$ cat config.mk
export PLATFORM = sky130hd
export DESIGN_NAME = soft_rst_seq
export DESIGN_NICKNAME = d
export VERILOG_FILES = /design/src/rtl/soft_rst_pkg.sv /design/src/rtl/srs_req_intake.sv /design/src/rtl/srs_core_fsm.sv /design/src/rtl/soft_rst_seq.sv
export SDC_FILE = /design/constraint.sdc
export NUM_CORES = 1
export LEC_CHECK = 0
export BUFFER_PORTS_ARGS = -buffer_cell sky130_fd_sc_hd__buf_4
export CORE_UTILIZATION = 55
export CTS_BUF_LIST = sky130_fd_sc_hd__clkbuf_4
export CTS_CLUSTER_SIZE = 25
export DETAILED_ROUTE_END_ITERATION = 6
export PLACE_DENSITY = 0.84
export SLEW_MARGIN = 10
export SYNTH_ARGS = -nofsm -noshare
export SYNTH_HDL_FRONTEND = slang
export SYNTH_SLANG_ARGS = --single-unit
$ cat constraint.sdc
create_clock -name clk -period 3 [get_ports clk]
set_clock_uncertainty 0.2 [all_clocks]
set_input_delay 0.3 -clock clk [delete_from_list [all_inputs] [get_ports clk]]
set_output_delay 0.3 -clock clk [all_outputs]
set_load 0.05 [all_outputs]
$ cat src/rtl/soft_rst_pkg.sv
package soft_rst_pkg;
  typedef enum logic [2:0] {
    SRS_IDLE      = 3'd0,
    SRS_WAIT_STBY = 3'd1,
    SRS_ASSERT    = 3'd2,
    SRS_CLAMP_REL = 3'd3,
    SRS_RELEASE   = 3'd4
  } srs_state_e;
endpackage

$ cat src/rtl/srs_req_intake.sv
module srs_req_intake #(
  parameter int NUM_CORES = 4
) (
  input  logic                 req_valid,
  input  logic [NUM_CORES-1:0] req_mask,
  input  logic [NUM_CORES-1:0] busy,
  output logic                 req_ready,
  output logic [NUM_CORES-1:0] start
);
  logic accept;

  assign req_ready = ~|busy;
  assign accept    = req_valid & req_ready;

  for (genvar g = 0; g < NUM_CORES; g++) begin : g_start
    assign start[g] = accept & req_mask[g];
  end
endmodule

$ cat src/rtl/srs_core_fsm.sv
module srs_core_fsm
  import soft_rst_pkg::*;
#(
  parameter int CLAMP_DLY = 5,
  parameter int MIN_HOLD  = 16,
  parameter int TMO_W     = 8
) (
  input  logic             clk,
  input  logic             rst_n,
  input  logic             start,
  input  logic             start_vec_only,
  input  logic             start_with_vec,
  input  logic             standby_idle,
  input  logic [TMO_W-1:0] timeout_cycles,
  output logic             core_rst_n,
  output logic             vec_rst_n,
  output logic             clamp_en,
  output logic             busy,
  output logic             done,
  output logic             err
);
  localparam int HOLD_W = $clog2(MIN_HOLD + 1);
  localparam logic [HOLD_W-1:0] CLAMP_LAST = HOLD_W'(CLAMP_DLY - 1);
  localparam logic [HOLD_W-1:0] HOLD_LAST  = HOLD_W'(MIN_HOLD - 1);

  srs_state_e        st;
  logic [HOLD_W-1:0] hold_cnt;
  logic [TMO_W-1:0]  wait_cnt;
  logic [TMO_W:0]    wait_next;
  logic              vonly_q, wvec_q, err_q, in_reset;

  assign wait_next = {1'b0, wait_cnt} + (TMO_W+1)'(1);

  always_ff @(posedge clk or negedge rst_n) begin
    if (!rst_n) begin
      st       <= SRS_IDLE;
      hold_cnt <= '0;
      wait_cnt <= '0;
      vonly_q  <= 1'b0;
      wvec_q   <= 1'b0;
      err_q    <= 1'b0;
    end else begin
      err_q <= 1'b0;
      unique case (st)
        SRS_IDLE: begin
          if (start) begin
            vonly_q  <= start_vec_only;
            wvec_q   <= start_with_vec;
            hold_cnt <= '0;
            wait_cnt <= '0;
            st       <= start_vec_only ? SRS_ASSERT : SRS_WAIT_STBY;
          end
        end
        SRS_WAIT_STBY: begin
          if (standby_idle) begin
            hold_cnt <= '0;
            st       <= SRS_ASSERT;
          end else if (wait_next >= {1'b0, timeout_cycles}) begin
            err_q <= 1'b1;
            st    <= SRS_IDLE;
          end else begin
            wait_cnt <= wait_cnt + TMO_W'(1);
          end
        end
        SRS_ASSERT: begin
          hold_cnt <= hold_cnt + HOLD_W'(1);
          if (hold_cnt == CLAMP_LAST) st <= SRS_CLAMP_REL;
        end
        SRS_CLAMP_REL: begin
          hold_cnt <= hold_cnt + HOLD_W'(1);
          if (hold_cnt == HOLD_LAST) st <= SRS_RELEASE;
        end
        SRS_RELEASE: st <= SRS_IDLE;
        default:     st <= SRS_IDLE;
      endcase
    end
  end

  assign in_reset   = (st == SRS_ASSERT) || (st == SRS_CLAMP_REL);
  assign core_rst_n = ~(in_reset & ~vonly_q);
  assign vec_rst_n  = ~(in_reset & (vonly_q | wvec_q));
  assign clamp_en   = ~vonly_q & ((st == SRS_WAIT_STBY) || (st == SRS_ASSERT));
  assign busy       = (st != SRS_IDLE);
  assign done       = (st == SRS_RELEASE);
  assign err        = err_q;
endmodule

$ cat src/rtl/soft_rst_seq.sv
module soft_rst_seq #(
  parameter int NUM_CORES = 4,
  parameter int CLAMP_DLY = 5,
  parameter int MIN_HOLD  = 16,
  parameter int TMO_W     = 8
) (
  input  logic                 clk,
  input  logic                 rst_n,
  input  logic                 req_valid,
  output logic                 req_ready,
  input  logic [NUM_CORES-1:0] req_mask,
  input  logic                 req_vec_only,
  input  logic                 req_with_vec,
  input  logic [TMO_W-1:0]     timeout_cycles,
  input  logic [NUM_CORES-1:0] standby_idle,
  output logic [NUM_CORES-1:0] core_rst_n,
  output logic [NUM_CORES-1:0] vec_rst_n,
  output logic [NUM_CORES-1:0] clamp_en,
  output logic [NUM_CORES-1:0] busy,
  output logic [NUM_CORES-1:0] done,
  output logic [NUM_CORES-1:0] err
);
  logic [NUM_CORES-1:0] start;

  srs_req_intake #(.NUM_CORES(NUM_CORES)) u_intake (
    .req_valid (req_valid),
    .req_mask  (req_mask),
    .busy      (busy),
    .req_ready (req_ready),
    .start     (start)
  );

  for (genvar g = 0; g < NUM_CORES; g++) begin : g_core
    srs_core_fsm #(
      .CLAMP_DLY (CLAMP_DLY),
      .MIN_HOLD  (MIN_HOLD),
      .TMO_W     (TMO_W)
    ) u_fsm (
      .clk            (clk),
      .rst_n          (rst_n),
      .start          (start[g]),
      .start_vec_only (req_vec_only),
      .start_with_vec (req_with_vec),
      .standby_idle   (standby_idle[g]),
      .timeout_cycles (timeout_cycles),
      .core_rst_n     (core_rst_n[g]),
      .vec_rst_n      (vec_rst_n[g]),
      .clamp_en       (clamp_en[g]),
      .busy           (busy[g]),
      .done           (done[g]),
      .err            (err[g])
    );
  end
endmodule

==> flow_summary_export.csv, run 1 <==
group,metric,value,unit
cts,cts_buffers,9,
synthesis,synth_area_per_cell,9.224,um^2
power,ir_drop,0.4848,mV
power,p_sw,1987,uW
synthesis,yosys.area.top_type_share,0.3598,
cts,cts.path.max_buffers,2,
grt,grt_pass1_wl,19.65,mm
synthesis,synth_area_leaders,"dfrtp_1 (36%), ha_1 (11%), nand2_1 (4.3%), buf_4 (3.6%), inv_1 (2.7%)",
critical_path,regToRegSetupSlack,9,ps
critical_path,r2r_cells,11,
critical_path,crit_end,"g_core[2].u_fsm.st[0]",
cts,clk_pin_slew,140,ps
synthesis,synthDistinctLibCells,55,
power,power,4494,uW
synthesis,syn_area,0.005285,mm^2
power,swShare,0.4421,
cells_and_area,nNetsFinal,687,
route,dr.pass1.iters,5,
sta,worst_pin_slew,985.3,ps
synthesis,ys_seq_area_frac,0.3598,
sta,rsz0062_at_grt,"yes",
power,clkPwrFrac,0.150,
critical_path,path_delay_family,"compound AO/OA/AOI/OAI gates",
critical_path,crit_fanout,4,
cells_and_area,fill_cells,710,
floorplanning,start_util,0.5693,
cts,clock_latency,460,ps
job,cap_violations,0,
cells_and_area,diodes,0,
cells_and_area,area_growth_syn_to_layout,15.81,%
floorplanning,placementRows,35,
placed_design,place_hpwl,8.611,mm
route,drt_iter0_markers,275,
grt,grt.total_usage,0.2506,
synthesis,synth_edf_count,0,
sta,finalCritPeriodShare,0.9969,
critical_path,endpoint_kind,"flop",
cts,cts_tree,"built",
grt,antenna_found_initial,0,
critical_path,path_class,"reg -> reg",
route,via_count,4487,
sta,setup_viol,0,
synthesis,yosys.area.top_type,"dfrtp_1",
grt,grt_pass1_vias,4391,
synthesis,synthTopCellsByCount,"dfrtp_1 (76), nand2_1 (61), ha_1 (48)",
min_path,hold_depth,4,
power,internal_power,2507,uW
critical_path,cp_slowest_cell,"dfrtp_1",
floorplanning,coreArea,0.009284,mm^2
route,ant_nets,0,
synthesis,syn_nets,642,
route,drc_errors,0,
sta,slew_violations,0,
cells_and_area,drive_above_1_share,0.2199,
sta,post-route-min-period,2991,ps
critical_path,required,3160,ps
critical_path,max_stage_delay,450,ps
placed_design,port_buffers,45,
critical_path,crit_cells,11,
route,routed_via_density,5.967,
critical_path,start_kind,"flop",
critical_path,crit_chain,"ha_4, nand3_4, nor2_4, xor2_2, ha_1, a211oi_4, o211ai_1, a211oi_4, nand2_2, nand2_2, mux2_4",
floorplanning,dieArea,0.01001,mm^2
sta,slew_headroom,0.3432,
synthesis,synth_ff_type,"dfrtp_1",
run_status,status,"finished clean",
synthesis,ys_warn_count,0,
min_path,hold_class,"in -> reg",
critical_path,arrival,3150,ps
route,wirelength,12.33,mm
grt,grt_max_degree,77,
floorplanning,fp.dieH,100.0,um
critical_path,reg2reg_to,"g_core[2].u_fsm.st[0]",
placed_design,post-place-ws,-11.52,ps
sta,setup_slack,9.291,ps
synthesis,synth.most_common_cell,"dfrtp_1",
synthesis,synthArstFlopShare,1.000,
floorplanning,ios,46,
power,seq_power_share,0.381,
floorplanning,die_w,100.0,um
critical_path,critPathBufInv,0,
power,power.leakage,0.002953,uW
power,power_density,734.2,mW/mm^2
synthesis,synth-seq-cells,76,
cts,clock_sinks,76,
power,combPwrFrac,0.469,
synthesis,syn_inst,573,
critical_path,r2r_start,"g_core[2].u_fsm.wait_cnt[1]",
sta,hold_violations,0,
cts,cts_root_buffer,"clkbuf_4",
cts,htree_levels,3,
placed_design,place_congestion,0.8777,
grt,grt_overflow,0,
sta,fmax,334.4,MHz
route,wire_per_inst,16.40,um
critical_path,crit_start,"g_core[2].u_fsm.wait_cnt[1]",
[layer usage]
metal,track usage,up-vias,wire length [um]
li1,-,2125,-
met1,0.3182,2171,5506
met2,0.4095,149,5848
met3,0.05641,42,623
met4,0.1148,0,354
met5,0,-,0
[placed cells by master (no fill, tap or decap), types with 5 or more instances in the layout]
cell,count
a21o_1,13
a21oi_1,21
a22o_1,11
a32o_1,10
and3_1,13
buf_4,63
clkbuf_4,10
dfrtp_1,76
dlygate4sd3_1,6
ha_1,44
inv_1,38
mux2_2,8
nand2_1,58
nand2b_1,19
nand3_1,20
nor2_1,25
nor3_1,20
nor3b_1,6
o211ai_1,5
o21ai_0,22
o21ai_1,5
o31ai_1,5
or2_2,5
xnor2_1,10
xor2_1,6
[registers in the layout (all words and copies together) (netlist names)]
| name | count |
|---|---|
| g_core.u_fsm.hold_cnt | 20 |
| g_core.u_fsm.err | 4 |
| g_core.u_fsm.vonly_q | 4 |
| g_core.u_fsm.wvec_q | 4 |
| g_core.u_fsm.st | 12 |
| g_core.u_fsm.wait_cnt | 32 |
[timing repair]
action,in CTS,in global routing
gates resized for setup,0,43
setup endpoints to repair,1,33
hold endpoints to repair,85,0
pin swaps,1,22
setup buffers,2,9
hold buffers,6,0
[cell type report]
cell class	instances	area [um^2]	share of cell area
inverter	38	142.6	0.02330
timing repair buffer	72	566.8	0.09260
multi-input combinational	421	3202	0.5231
sequential	76	1902	0.3107
clock inverter	6	71.32	0.01165
tap	129	161.4	0.02637
clock buffer	10	75.07	0.01226
[worst min path at each step]
stage	start	to
after floorplan	rst_n	g_core[0].u_fsm.err
after global placement	g_core[0].u_fsm.hold_cnt[4]	g_core[0].u_fsm.hold_cnt[4]
after detailed placement	g_core[0].u_fsm.hold_cnt[4]	g_core[0].u_fsm.hold_cnt[4]
after CTS	standby_idle[1]	g_core[1].u_fsm.err
after global routing	standby_idle[1]	g_core[1].u_fsm.err
final	standby_idle[1]	g_core[1].u_fsm.st[1]
[power groups by stage]
stage	Clock (uW)	Sequential (uW)	Combinational [uW]
after floorplan	0	1550	1680
after CTS	685	1670	1970
after global placement	0	1670	1840
final	674	1710	2110
after global routing	730	1760	2330
after detailed placement	0	1700	1940
[metrics by stage]
stage	instance area (um^2)	cells	setup TNS, ps	hold slack (ps)	util
after floorplan	5285	573	0	-195.6	-
after detailed placement	5603	719	-11.52	283.0	0.6035
after global routing	6121	752	-693.2	72.27	0.6593
after CTS	5824	743	0	68.00	0.6274
final	6121	752	0	86.68	0.6593
after global placement	5603	719	0	273.4	0.6035
[logic make-up (layout without fill, tap and decap cells)]
logic type / Yosys count / after routing / synth area share
compound gates: 131 / 131 / 0.1804
xor+xnor: 21 / 21 / 0.03480
fa+ha+maj: 48 / 48 / 0.1136
buf+inv: 76 / 126 / 0.07552
flops: 76 / 76 / 0.3598
mux: 15 / 15 / 0.03101
simple gates: 206 / 206 / 0.2048
[tightest hold or removal path, stage by stage]
cell and delay, ps:
buf_4 130, nand2b_1 60, a21oi_1 70, a21o_1 170
Note: power is estimated with default switching activity, not from simulation.
==> run 2: changes to the inputs <==
CORE_UTILIZATION = 40   (was 55)
PLACE_DENSITY = 0.66   (was 0.84)
==> flow_summary_export.csv, run 2 (synthesis gave the netlist of run 1 again) <==
group,metric,value,unit
floorplanning,start_util,0.4138,
critical_path,crit_chain,"ha_2, nand3_4, nor2_2, xor2_1, ha_1, a211oi_2, o211ai_1, a211oi_4, buf_4, o22ai_4, a32o_1",
run_status,status,"finished clean",
cells_and_area,final_cell_mix,"dfrtp_1 (76), buf_4 (67), nand2_1 (58)",
grt,grt_overflow,0,
sta,slew_headroom,0.3393,
route,wirelength,12.16,mm
sta,post-route-min-period,2917,ps
cts,clk_pin_slew,120,ps
cells_and_area,regArea,0.001902,mm^2
floorplanning,fp.dieH,116.9,um
cts,cts.path.max_buffers,2,
critical_path,critPathBufInv,1,
job,cap_violations,0,
sta,slew_violations,0,
power,power_density,726.4,mW/mm^2
critical_path,path_class,"reg -> reg",
critical_path,crit_fanout,8,
placed_design,dp.cells,764,
cts,cts_root_buffer,"clkbuf_4",
power,power.leakage,0.002941,uW
placed_design,port_buffers,45,
cts,cts_tree,"built",
cells_and_area,diodes,0,
cells_and_area,fill_cells,1213,
critical_path,required,3140,ps
cts,clock_sinks,76,
cells_and_area,multi_input_area,0.003136,mm^2
cells_and_area,utilization,0.4783,
placed_design,place_congestion,0.8157,
sta,worst_pin_slew,991.0,ps
grt,grt_pass1_wl,20.00,mm
sta,setup_viol,0,
sta,rsz0062_at_grt,"yes",
route,via_count,4274,
cells_and_area,final_cells,797,
cts,htree_levels,3,
cts,cts_buffers,9,
sta,fmax,342.8,MHz
placed_design,place_hpwl,8.695,mm
cells_and_area,final_common_cell,"dfrtp_1",
critical_path,endpoint_kind,"flop",
cells_and_area,area_growth_syn_to_layout,15.60,%
critical_path,start_kind,"flop",
route,drc_errors,0,
route,dr.pass1.iters,4,
critical_path,max_stage_delay,380,ps
grt,grt_pass1_vias,4134,
power,ir_drop,0.4525,mV
cells_and_area,largest_reg_flops,32,
route,routed_via_density,5.363,
cells_and_area,drive_above_1_share,0.2128,
route,ant_nets,0,
sta,finalCritPeriodShare,0.9723,
cts,clock_latency,450,ps
floorplanning,ios,46,
grt,grt_max_degree,77,
floorplanning,dieArea,0.01368,mm^2
cells_and_area,top_register,"g_core.u_fsm.wait_cnt",
floorplanning,placementRows,41,
grt,antenna_found_initial,0,
critical_path,path_delay_family,"compound AO/OA/AOI/OAI gates",
cells_and_area,reg_top3,"g_core.u_fsm.wait_cnt: 32 flops, g_core.u_fsm.hold_cnt: 20 flops, g_core.u_fsm.st: 12 flops",
sta,hold_violations,0,
floorplanning,coreArea,0.01277,mm^2
min_path,hold_class,"in -> reg",
cells_and_area,nNetsFinal,690,
route,drt_iter0_markers,175,
route,wire_per_inst,15.25,um
critical_path,arrival,3060,ps
grt,grt.total_usage,0.1889,
critical_path,cp_slowest_cell,"dfrtp_1",
floorplanning,die_w,116.9,um
-- run 2: path summary, 6_finish.rpt --
check                                            startpoint                          end  slack [ps]  depth (start not counted)
worst max-delay path            g_core[2].u_fsm.wait_cnt[1]  g_core[2].u_fsm.wait_cnt[1]          80                         11
worst min-delay path                        standby_idle[1]        g_core[1].u_fsm.st[1]          70                          4
worst max register to register  g_core[2].u_fsm.wait_cnt[1]  g_core[2].u_fsm.wait_cnt[1]          80                         11
worst min register to register       g_core[0].u_fsm.wvec_q       g_core[0].u_fsm.wvec_q         300                          1
max in group asynchronous                             rst_n  g_core[1].u_fsm.wait_cnt[1]        1600                          2
min in group asynchronous                             rst_n  g_core[0].u_fsm.hold_cnt[3]         320                          2
-- run 2: what timing repair did --
item / CTS / global route
buffers inserted: 0 / 12
hold buffers: 6 / 0
endpoints found under the hold margin: 86 / 0
resized for setup: 0 / 33
endpoints found under the setup margin: 0 / 33
-- run 2: layout make-up --
cell class	count	share of cell area
multi-input combinational	421	0.5132
sequential	76	0.3113
timing repair buffer	75	0.09584
tap	172	0.03522
inverter	38	0.02335
clock buffer	12	0.01475
clock inverter	3	0.006349
-- run 2: power breakdown --
group          leakage [uW]  switching [uW]  internal, uW
combinational       0.00189            1180           946
clock             0.0000748             367           275
sequential         0.000973             375          1300
total               0.00294            1920          2520
-- run 2: per-layer routing --
metal	vias up	global-route usage	share of wire
li1	2137	-	-
met4	0	0.06751	0.017
met3	14	0.04119	0.035
met2	69	0.2888	0.46
met5	-	0	0
met1	2054	0.2634	0.48
-- run 2: per-stage QoR --
stage,area (um^2),power (uW),TNS [ps],hold slack [ps],worst slack [ps]
after floorplan,5285,3230,0,-195.6,99.65
after global placement,5672,3569,0,272.6,159.5
after detailed placement,5672,3652,0,279.7,36.02
after CTS,5861,4305,0,53.48,29.77
after global routing,6110,4804,-541.9,73.18,-55.30
final,6110,4438,0,67.68,83.04
-- run 2: worst reg2reg max path, cell delays in order (launching register included) --
cell	delay, ps
dfrtp_1	380
ha_2	220
nand3_4	90
nor2_2	110
xor2_1	210
ha_1	290
a211oi_2	260
o211ai_1	170
a211oi_4	340
buf_4	180
o22ai_4	90
a32o_1	260
==> run 3: changes to the inputs <==
CELL_PAD_IN_SITES_DETAIL_PLACEMENT = 2   (was default)
CELL_PAD_IN_SITES_GLOBAL_PLACEMENT = 2   (was default)
CORE_UTILIZATION = 35   (was 40)
PLACE_DENSITY = 0.85   (was 0.66)
==> flow_summary_export.csv, run 3 (synthesis gave the netlist of run 1 again) <==
group,metric,value,unit
floorplanning,coreArea,0.01464,mm^2
floorplanning,dieArea,0.01560,mm^2
critical_path,endpoint_kind,"flop",
cells_and_area,multi_input_area,0.003184,mm^2
cells_and_area,regArea,0.001902,mm^2
cells_and_area,reg_top3,"g_core.u_fsm.wait_cnt: 32 flops, g_core.u_fsm.hold_cnt: 20 flops, g_core.u_fsm.st: 12 flops",
route,routed_via_density,5.588,
cts,htree_levels,3,
critical_path,start_kind,"flop",
grt,grt_pass1_vias,5020,
power,ir_drop,0.4780,mV
power,power_density,749.9,mW/mm^2
sta,post-route-min-period,3126,ps
grt,grt_max_degree,77,
route,wirelength,17.28,mm
cells_and_area,top_register,"g_core.u_fsm.wait_cnt",
sta,fmax,319.9,MHz
cells_and_area,fill_cells,1610,
floorplanning,fp.dieH,124.9,um
cells_and_area,nNetsFinal,703,
route,ant_nets,0,
job,cap_violations,0,
grt,met1_usage,0.2577,
critical_path,crit_fanout,6,
grt,grt_pass1_wl,25.79,mm
route,dr.pass1.iters,6,
sta,finalCritPeriodShare,1.042,
cts,cts_root_buffer,"clkbuf_4",
cells_and_area,final_common_cell,"buf_4",
grt,grt-busiest-layer,"met2",
critical_path,path_class,"reg -> reg",
sta,setup_tns,-279.3,ps
cts,clock_latency,500,ps
cells_and_area,fin_area,0.006270,mm^2
placed_design,dp.cells,781,
cells_and_area,drive_above_1_share,0.2414,
cells_and_area,final_cell_mix,"buf_4 (77), dfrtp_1 (76), nand2_1 (58)",
floorplanning,die_w,124.9,um
route,drt_iter0_markers,161,
cts,cts_tree,"built",
cts,cts_buffers,9,
route,drc_errors,4,
cells_and_area,area_growth_syn_to_layout,18.63,%
placed_design,place_hpwl,11.74,mm
cells_and_area,diodes,0,
grt,antenna_found_initial,0,
critical_path,regToRegSetupSlack,-130,ps
cells_and_area,largest_reg_flops,32,
critical_path,arrival,3350,ps
power,power,4702,uW
floorplanning,start_util,0.3609,
critical_path,crit_chain,"nand2_1, nor2_4, xor2_2, ha_1, a211oi_2, o211ai_1, a211oi_4, nand2_2, buf_4, a21oi_1, a21o_1",
critical_path,crit_start,"g_core[2].u_fsm.wait_cnt[4]",
floorplanning,placementRows,44,
critical_path,reg2reg_to,"g_core[2].u_fsm.wait_cnt[2]",
critical_path,max_stage_delay,560,ps
sta,slew_violations,0,
placed_design,place_area,0.005724,mm^2
placed_design,post-place-ws,-71.73,ps
critical_path,crit_end,"g_core[2].u_fsm.wait_cnt[2]",
cts,clock_sinks,76,
route,wire_per_inst,21.02,um
placed_design,port_buffers,45,
cells_and_area,final_cells,822,
critical_path,cp_slowest_cell,"dfrtp_1",
sta,worst_pin_slew,1076,ps
run_status,status,"finished, violations left",
cts,cts.path.max_buffers,2,
sta,rsz0062_at_grt,"yes",
critical_path,r2r_cells,11,
power,power.leakage,0.003020,uW
floorplanning,ios,46,
sta,hold_violations,0,
route,via_count,4593,
critical_path,required,3230,ps
cts,clk_pin_slew,160,ps
run_status,violations,"design-rule violations, negative setup slack",
min_path,hold_class,"in -> reg",
grt,grt.total_usage,0.2086,
sta,setup_slack,-125.8,ps
critical_path,r2r_start,"g_core[2].u_fsm.wait_cnt[4]",
grt,grt_overflow,0,
grt,grtUsageMet2,0.3662,
grt,grtUsageMet3,0.02835,
min_path,hp-start,"req_mask[3]",
placed_design,place_congestion,0.7964,
sta,setup_viol,5,
sta,slew_headroom,0.2825,
-- run 3: changes by cell type in the layout (fill, tap and decap cells not counted), moves of 2 or more --
cell	before	now
a21oi_2	0	2
clkinv_2	1	3
xnor2_2	0	2
buf_4	67	77
xor2_2	1	4
xor2_1	7	4
xnor2_1	13	11
clkbuf_4	12	9
-- run 3: layout make-up --
cell class              count  share of cell area
clock buffers               9             0.01078
clock inverters             6            0.008980
well taps                 184             0.03672
repair buffers             88              0.1096
inverters                  38             0.02275
multi-input cells         421              0.5079
flip-flops and latches     76              0.3033
-- run 3: worst min-delay path by stage --
stage	end	slack (ps)	cells after the start
floorplan	g_core[0].u_fsm.err	-200	0
global placement	g_core[0].u_fsm.hold_cnt[4]	270	2
detailed placement	g_core[0].u_fsm.wvec_q	280	1
CTS	g_core[3].u_fsm.wvec_q	30	3
global route	g_core[3].u_fsm.wvec_q	60	3
finish	g_core[3].u_fsm.vonly_q	70	3
-- run 3: critical path: cells and delay by family, from the launching register on --
family | cells | cell delay (ps)
and+or+nand+nor | 3 | 480
adders and majority gates | 1 | 290
xor gates and xnor gates | 1 | 170
buffers and inverters | 1 | 200
AOI/OAI and AO/OA | 5 | 1160
DFF | 1 | 560
-- run 3: per-stage QoR --
step	hold slack, ps	utilization
after global placement	273.5	0.3909
after CTS	32.86	0.4065
after global routing	62.52	0.4281
after floorplan	-195.6	-
after detailed placement	284.6	0.3909
final	72.19	0.4281
-- run 3: report_power, final --
part	leakage [uW]	internal [uW]	switching (uW)	total [uW]
combinational	0.00198	998	1350	2340
sequential	0.000973	1300	401	1700
clock	0.0000690	242	417	659
total	0.00302	2540	2160	4700
-- run 3: layer usage --
| metal | part of all wire | routed length [um] |
|---|---|---|
| met1 | 0.45 | 7792 |
| met2 | 0.50 | 8613 |
| met3 | 0.024 | 420 |
| met4 | 0.026 | 453 |
| met5 | 0 | 0 |
-- run 3: repair_timing --
item	4_1_cts	5_1_grt
setup endpoints to repair	24	33
pin swaps	0	21
resized for setup	3	40
hold buffers	7	0
setup buffers	2	16
endpoints found under the hold margin	88	0
gates cloned	0	1
